--- src/rtl/vcl_pkg.sv ---
package vcl_pkg;

  // Number of bits needed to name one of n channels (at least one bit).
  function automatic int vcl_idx_w(input int n);
    return (n > 1) ? $clog2(n) : 1;
  endfunction

  // Free-slot level at which a receiver keeps its ready high.
  function automatic int vcl_keep_level(input int lf, input int lb);
    return lf + lb;
  endfunction

endpackage

--- src/rtl/vcl_delay.sv ---
module vcl_delay #(
  parameter int W      = 8,
  parameter int STAGES = 2
) (
  input  logic         clk,
  input  logic         rst_ni,
  input  logic [W-1:0] din,
  output logic [W-1:0] dout
);

  logic [W-1:0] stg_q [STAGES];
  logic [W-1:0] stg_d [STAGES];

  for (genvar i = 0; i < STAGES; i++) begin : g_stage
    if (i == 0) begin : g_head
      always_comb stg_d[i] = din;
    end else begin : g_body
      always_comb stg_d[i] = stg_q[i-1];
    end

    always_ff @(posedge clk or negedge rst_ni) begin
      if (!rst_ni) stg_q[i] <= '0;
      else         stg_q[i] <= stg_d[i];
    end
  end

  assign dout = stg_q[STAGES-1];

endmodule

--- src/rtl/vcl_sender.sv ---
module vcl_sender #(
  parameter int NVC = 3,
  parameter int DW  = 16,
  parameter int VW  = 2
) (
  input  logic              clk,
  input  logic              rst_ni,
  input  logic [NVC-1:0]    src_valid,
  input  logic [NVC*DW-1:0] src_data,
  input  logic [NVC-1:0]    seen_rdy,
  output logic [NVC-1:0]    src_ready,
  output logic              lnk_valid,
  output logic [VW-1:0]     lnk_vc,
  output logic [DW-1:0]     lnk_data
);

  logic [NVC-1:0] req;
  logic [VW-1:0]  ptr_q, ptr_d;
  logic           ptr_en;
  logic [VW-1:0]  win;
  logic           hit;

  assign req = src_valid & seen_rdy;

  // Round-robin search starting just after the last granted channel.
  always_comb begin
    win = ptr_q;
    hit = 1'b0;
    for (int off = 1; off <= NVC; off++) begin
      int cand;
      cand = int'(ptr_q) + off;
      if (cand >= NVC) cand = cand - NVC;
      if (!hit && req[cand[VW-1:0]]) begin
        hit = 1'b1;
        win = cand[VW-1:0];
      end
    end
  end

  always_comb begin
    src_ready = '0;
    if (hit) src_ready[win] = 1'b1;
  end

  assign lnk_valid = hit;
  assign lnk_vc    = win;
  assign lnk_data  = src_data[int'(win)*DW +: DW];

  assign ptr_en = hit;
  assign ptr_d  = win;

  always_ff @(posedge clk or negedge rst_ni) begin
    if (!rst_ni)     ptr_q <= VW'(NVC - 1);
    else if (ptr_en) ptr_q <= ptr_d;
  end

  // one flit per cycle, only to a channel that offered one
  assert_onehot_grant_R3: assert property (@(posedge clk) disable iff (!rst_ni)
    $onehot0(src_ready));
  assert_grant_valid_R3: assert property (@(posedge clk) disable iff (!rst_ni)
    (src_ready & ~src_valid) == '0);
  // a flit enters the link only against an observed ready
  assert_send_seen_R4: assert property (@(posedge clk) disable iff (!rst_ni)
    lnk_valid |-> seen_rdy[lnk_vc]);

endmodule

--- src/rtl/vcl_vc_fifo.sv ---
module vcl_vc_fifo #(
  parameter int DW    = 16,
  parameter int DEPTH = 7,
  parameter int KEEP  = 5
) (
  input  logic          clk,
  input  logic          rst_ni,
  input  logic          wr_en,
  input  logic [DW-1:0] wr_data,
  output logic          pop_valid,
  output logic [DW-1:0] pop_data,
  input  logic          pop_ready,
  output logic          rdy_out
);

  localparam int PW = (DEPTH > 1) ? $clog2(DEPTH) : 1;
  localparam int CW = $clog2(DEPTH + 1);

  logic [DW-1:0] mem [DEPTH];
  logic [PW-1:0] wptr_q, wptr_d, rptr_q, rptr_d;
  logic [CW-1:0] cnt_q, cnt_d;
  logic          pop;
  int            free_after;

  assign pop       = pop_valid && pop_ready;
  assign pop_valid = (cnt_q != '0);
  assign pop_data  = mem[rptr_q];

  // Free space after this cycle's arrival; pops are not credited.
  assign free_after = DEPTH - int'(cnt_q) - (wr_en ? 1 : 0);
  assign rdy_out    = (free_after >= KEEP);

  always_comb begin
    wptr_d = wptr_q;
    rptr_d = rptr_q;
    cnt_d  = cnt_q;
    if (wr_en) wptr_d = (int'(wptr_q) == DEPTH - 1) ? '0 : wptr_q + 1'b1;
    if (pop)   rptr_d = (int'(rptr_q) == DEPTH - 1) ? '0 : rptr_q + 1'b1;
    if (wr_en && !pop)      cnt_d = cnt_q + 1'b1;
    else if (!wr_en && pop) cnt_d = cnt_q - 1'b1;
  end

  always_ff @(posedge clk or negedge rst_ni) begin
    if (!rst_ni) begin
      wptr_q <= '0;
      rptr_q <= '0;
      cnt_q  <= '0;
    end else begin
      wptr_q <= wptr_d;
      rptr_q <= rptr_d;
      cnt_q  <= cnt_d;
    end
  end

  always_ff @(posedge clk) begin
    if (wr_en) mem[wptr_q] <= wr_data;
  end

  // the ready threshold leaves room for everything in flight
  assert_no_overflow_R4: assert property (@(posedge clk) disable iff (!rst_ni)
    wr_en |-> (int'(cnt_q) < DEPTH || pop));
  // a waiting head flit is held
  assert_hold_data_R9: assert property (@(posedge clk) disable iff (!rst_ni)
    (pop_valid && !pop_ready) |=> (pop_valid && $stable(pop_data)));

endmodule

--- src/rtl/vcl_pipe_link.sv ---
module vcl_pipe_link
  import vcl_pkg::*;
#(
  parameter int NVC   = 3,
  parameter int DW    = 16,
  parameter int LF    = 3,
  parameter int LB    = 2,
  parameter int DEPTH = LF + LB + 2
) (
  input  logic              clk,
  input  logic              rst_n,
  input  logic [NVC-1:0]    src_valid,
  input  logic [NVC*DW-1:0] src_data,
  output logic [NVC-1:0]    src_ready,
  output logic [NVC-1:0]    snk_valid,
  output logic [NVC*DW-1:0] snk_data,
  input  logic [NVC-1:0]    snk_ready
);

  localparam int VW   = vcl_idx_w(NVC);
  localparam int KEEP = vcl_keep_level(LF, LB);
  localparam int FW   = 1 + VW + DW;

  logic rst_meta_q, rst_sync_q, rst_i;

  always_ff @(posedge clk or negedge rst_n) begin
    if (!rst_n) begin
      rst_meta_q <= 1'b0;
      rst_sync_q <= 1'b0;
    end else begin
      rst_meta_q <= 1'b1;
      rst_sync_q <= rst_meta_q;
    end
  end
  assign rst_i = rst_sync_q;

  logic [NVC-1:0] seen_rdy, rx_rdy, wr_en;
  logic           lnk_valid, fwd_valid;
  logic [VW-1:0]  lnk_vc, fwd_vc;
  logic [DW-1:0]  lnk_data, fwd_data;
  logic [FW-1:0]  fwd_in, fwd_out;

  vcl_sender #(.NVC(NVC), .DW(DW), .VW(VW)) u_sender (
    .clk      (clk),
    .rst_ni   (rst_i),
    .src_valid(src_valid),
    .src_data (src_data),
    .seen_rdy (seen_rdy),
    .src_ready(src_ready),
    .lnk_valid(lnk_valid),
    .lnk_vc   (lnk_vc),
    .lnk_data (lnk_data)
  );

  assign fwd_in = {lnk_valid, lnk_vc, lnk_data};

  vcl_delay #(.W(FW), .STAGES(LF)) u_fwd (
    .clk   (clk),
    .rst_ni(rst_i),
    .din   (fwd_in),
    .dout  (fwd_out)
  );

  assign {fwd_valid, fwd_vc, fwd_data} = fwd_out;

  vcl_delay #(.W(NVC), .STAGES(LB)) u_bwd (
    .clk   (clk),
    .rst_ni(rst_i),
    .din   (rx_rdy),
    .dout  (seen_rdy)
  );

  for (genvar v = 0; v < NVC; v++) begin : g_vc
    assign wr_en[v] = fwd_valid && (fwd_vc == VW'(v));

    vcl_vc_fifo #(.DW(DW), .DEPTH(DEPTH), .KEEP(KEEP)) u_fifo (
      .clk      (clk),
      .rst_ni   (rst_i),
      .wr_en    (wr_en[v]),
      .wr_data  (fwd_data),
      .pop_valid(snk_valid[v]),
      .pop_data (snk_data[v*DW +: DW]),
      .pop_ready(snk_ready[v]),
      .rdy_out  (rx_rdy[v])
    );
  end

endmodule

--- config.mk ---
export PLATFORM = sky130hd
export DESIGN_NAME = vcl_pipe_link
export DESIGN_NICKNAME = d
export VERILOG_FILES = /design/src/rtl/vcl_pkg.sv /design/src/rtl/vcl_delay.sv /design/src/rtl/vcl_sender.sv /design/src/rtl/vcl_vc_fifo.sv /design/src/rtl/vcl_pipe_link.sv
export SDC_FILE = /design/constraint.sdc
export NUM_CORES = 1
export LEC_CHECK = 0
export ABC_CLOCK_PERIOD_IN_PS = 3500
export CELL_PAD_IN_SITES_DETAIL_PLACEMENT = 0
export CELL_PAD_IN_SITES_GLOBAL_PLACEMENT = 2
export CORE_MARGIN = 1.5
export CORE_UTILIZATION = 46
export CTS_BUF_LIST = sky130_fd_sc_hd__clkbuf_8
export DETAILED_ROUTE_END_ITERATION = 12
export HOLD_SLACK_MARGIN = 0.03
export PLACE_DENSITY_LB_ADDON = 0.2
export SLEW_MARGIN = 20
export SYNTH_ARGS = -nofsm -noshare
export SYNTH_HDL_FRONTEND = slang
export SYNTH_SLANG_ARGS = --single-unit
--- constraint.sdc ---
create_clock -name clk -period 3.5 [get_ports clk]
set_clock_uncertainty 0.05 [all_clocks]
set_input_delay 0.525 -clock clk [delete_from_list [all_inputs] [get_ports clk]]
set_output_delay 0.525 -clock clk [all_outputs]
set_load 0.01 [all_outputs]
==> qor.csv <==
metric;value;unit
CTS Buf Count;70;
Tot GR Track Use;17.7;%
CTS Buffer Depth;3;
endpoint class of the critical path;primary output;
Min Clock Period, post-route;3.34;ns
antenna violations before repair;0;
Mapped Cells;941;
num ports;110;
Synth Area in Compound Gates;3.20;%
antenna-violating nets left;0;
Rows;69;
CTS root buffer;clkbuf_8;
total negative setup slack;0;ns
DR DRC count;3;
area delta synth->final;18.3;%
post-synthesis simple-gate area fraction;3.78;%
total grt overflow;0;
register area;12500;µm²
vias;8451;
Post-Syn Area;16800;µm²
combinational cell fraction of total power;31.6;%
chip width;194;µm
worst r2r path cells;9;
largest area contributor in the netlist;edfxtp_1;
core area;35700;µm²
largest net degree at the start of global routing;49;
Rel. slew slack;35.2;%
placed instance count;1494;
critical path class;reg -> out;
die height;194;µm
clk sink count;430;
final HPWL from detailed placement;19100;µm
synth top area cells;edfxtp_1, dfrtp_1, mux4_2;
Final Max Slew Viols;0;
VDD IR max;1520;µV
vias per inst;5.22;
end-of-flow core utilization;55.4;%
R2R Setup Slk;1.10;ns
Worst EP required;2.92;ns
R2R Path Start;g_vc[1].u_fifo.cnt_q[0];
input/output buffers;109;
share of cells above drive strength 1;21.0;%
initial DRC count;649;
first-pass GRT wire length;50400;µm
switching pwr;5.64;mW
Synth Area in Adders;1.48;%
vias in the first global route;8765;
most common cell after layout, fill and taps aside;edfxtp_1;
DRT Pass-1 Iters;10;
xor/xnor share of the synthesized area;0.471;%
effective utilization at floorplan;46.9;%
Distinct cells, synth;44;
Leak Pwr;7.29;nW
Fill cells;2883;
gp weighted congestion;0.742;
average wire per standard cell;19.9;µm
worst setup margin;0.159;ns
latest clock arrival within the worst-skew pair;0.58;ns
CTS tree;built;
worst hold-check path type;in -> async;
Worst Path Arrival;2.77;ns
Final Cycle Share;95.5;%
critical path peak fanout;9;
Clock transition at path regs;0.05;ns
failing checks;design-rule violations;
Multi-input gate area;4040;µm²
yosys warns;0;
final std cells w/o fill;1620;
Slew @ Worst Pin;0.972;ns
diode count;0;
final wirelength;32300;µm
Switching Share;31.9;%
Hold WS;0.0702;ns
P per Cell Area;892;nW/µm²
final hold violation count;0;
Mean Syn Cell Area;17.8;µm²
Setup violations, final;0;
CTS HTree Levels;3;
die area;37600;µm²
sequential area share after synthesis;74.3;%
dpl ws;0.591;ns
outcome;finished, violations left;
Final #Nets;1180;
multiplexer share of the synthesized area;14.7;%
crit path launch;u_sender.ptr_q[1];
post-synth top area share;60.2;%
Reg power frac;46.5;%
syn nets;1015;
most frequent cells in the layout;edfxtp_1, clkdlybuf4s50_1, dfrtp_1;
Pint;12.0;mW
#FFs+latches synth;430;
fmax;299;MHz
CP startpoint kind;register;
Max-cap violations;0;
main combinational cell family by area after synthesis;multiplexers;
clock power share;21.9;%
## cell type report
cell class	instances	area share (%)
clock buffer	77	5.35
clock inverter	48	1.00
inverter	14	0.265
multi-input combinational	446	20.4
sequential	430	62.9
tap	461	2.91
timing repair buffer	144	7.21
## what timing repair did
item,in CTS,in global routing
setup endpoints to repair,1,2
hold buffers,0,0
pin swaps,0,0
gates resized for setup,1,4
setup buffers,0,1
## power groups by stage
stage / Combinational (mW) / Sequential [mW] / Clock [mW]
4_1_cts: 5.69 / 8.26 / 4.00
6_report: 5.59 / 8.21 / 3.87
2_1_floorplan: 3.94 / 7.67 / 0
3_5_place_dp: 5.66 / 8.36 / 0
3_3_place_gp: 5.63 / 8.28 / 0
5_1_grt: 6.11 / 8.41 / 4.22
## critical path: stages, from the launching register on
cell and delay [ns]:
dfstp_2 0.55, inv_1 0.09, ha_4 0.32, nand4b_1 0.15
o31a_1 0.17, a31oi_2 0.21, and3_2 0.20, clkdlybuf4s50_1 0.53
## through the flow
| stage | power [mW] | area, µm² |
|---|---|---|
| 2_1_floorplan | 11.6 | 16800 |
| 4_1_cts | 17.9 | 19800 |
| 3_3_place_gp | 13.9 | 18500 |
| 6_report | 17.7 | 19800 |
| 5_1_grt | 18.7 | 19800 |
| 3_5_place_dp | 14.0 | 18500 |
## kinds of logic (layout without fill, tap and decap cells)
logic type / Yosys count / after routing
mux: 180 / 180
compound gates: 96 / 96
xor+xnor: 9 / 9
flops: 430 / 430
fa+ha+maj: 18 / 18
simple gates: 142 / 142
buf+inv: 65 / 283
other cells: 1 / 1
## synth_stat cells (all sizes together)
master	n
o21bai	1
o31a	1
dfrtp	93
fa	3
nand4	1
a21boi	1
edfxtp	336
nor4	1
a31oi	10
nand2b	5
and2	3
nand4b	1
mux2	52
buf	22
and3	4
mux4	48
nor2b	2
nand3	4
nor3b	4
nand3b	1
and3b	1
nor2	24
a211oi	4
o22ai	3
clkbuf	29
o21ai	62
nand2	82
conb	1
a21oi	6
nor3	6
xnor2	3
a21o	8
mux2i	80
inv	14
or3	3
dfstp	1
xor2	6
ha	15
## registers in the layout, summed over array words and instances, names as in the netlist
register	flops
rst_i	1
rst_meta_q	1
u_bwd.dout	3
u_fwd.stg_d	38
u_bwd.stg_d	3
g_vc.u_fifo.rptr_q	9
u_fwd.dout	19
g_vc.u_fifo.mem	336
g_vc.u_fifo.cnt_q	9
u_sender.ptr_q	2
g_vc.u_fifo.wptr_q	9
## per-layer routing
layer / up-vias / share of wire (%) / global-route usage, % / wire length [µm]
li1: 3935 / - / - / -
met1: 4264 / 46 / 24.7 / 15000
met2: 205 / 46 / 27.8 / 15000
met3: 47 / 5.7 / 4.21 / 1830
met4: 0 / 1.6 / 5.21 / 501
met5: - / 0 / 0 / 0
## path summary, 6_finish.rpt
path / end
worst max-delay path: src_ready[0]
worst min-delay path: rst_i
worst max register to register: g_vc[1].u_fifo.cnt_q[2]
worst min register to register: u_bwd.dout[1]
max in group asynchronous: u_fwd.dout[7]
min in group clk: u_bwd.dout[1]
Power figures use the tool's default switching activity.
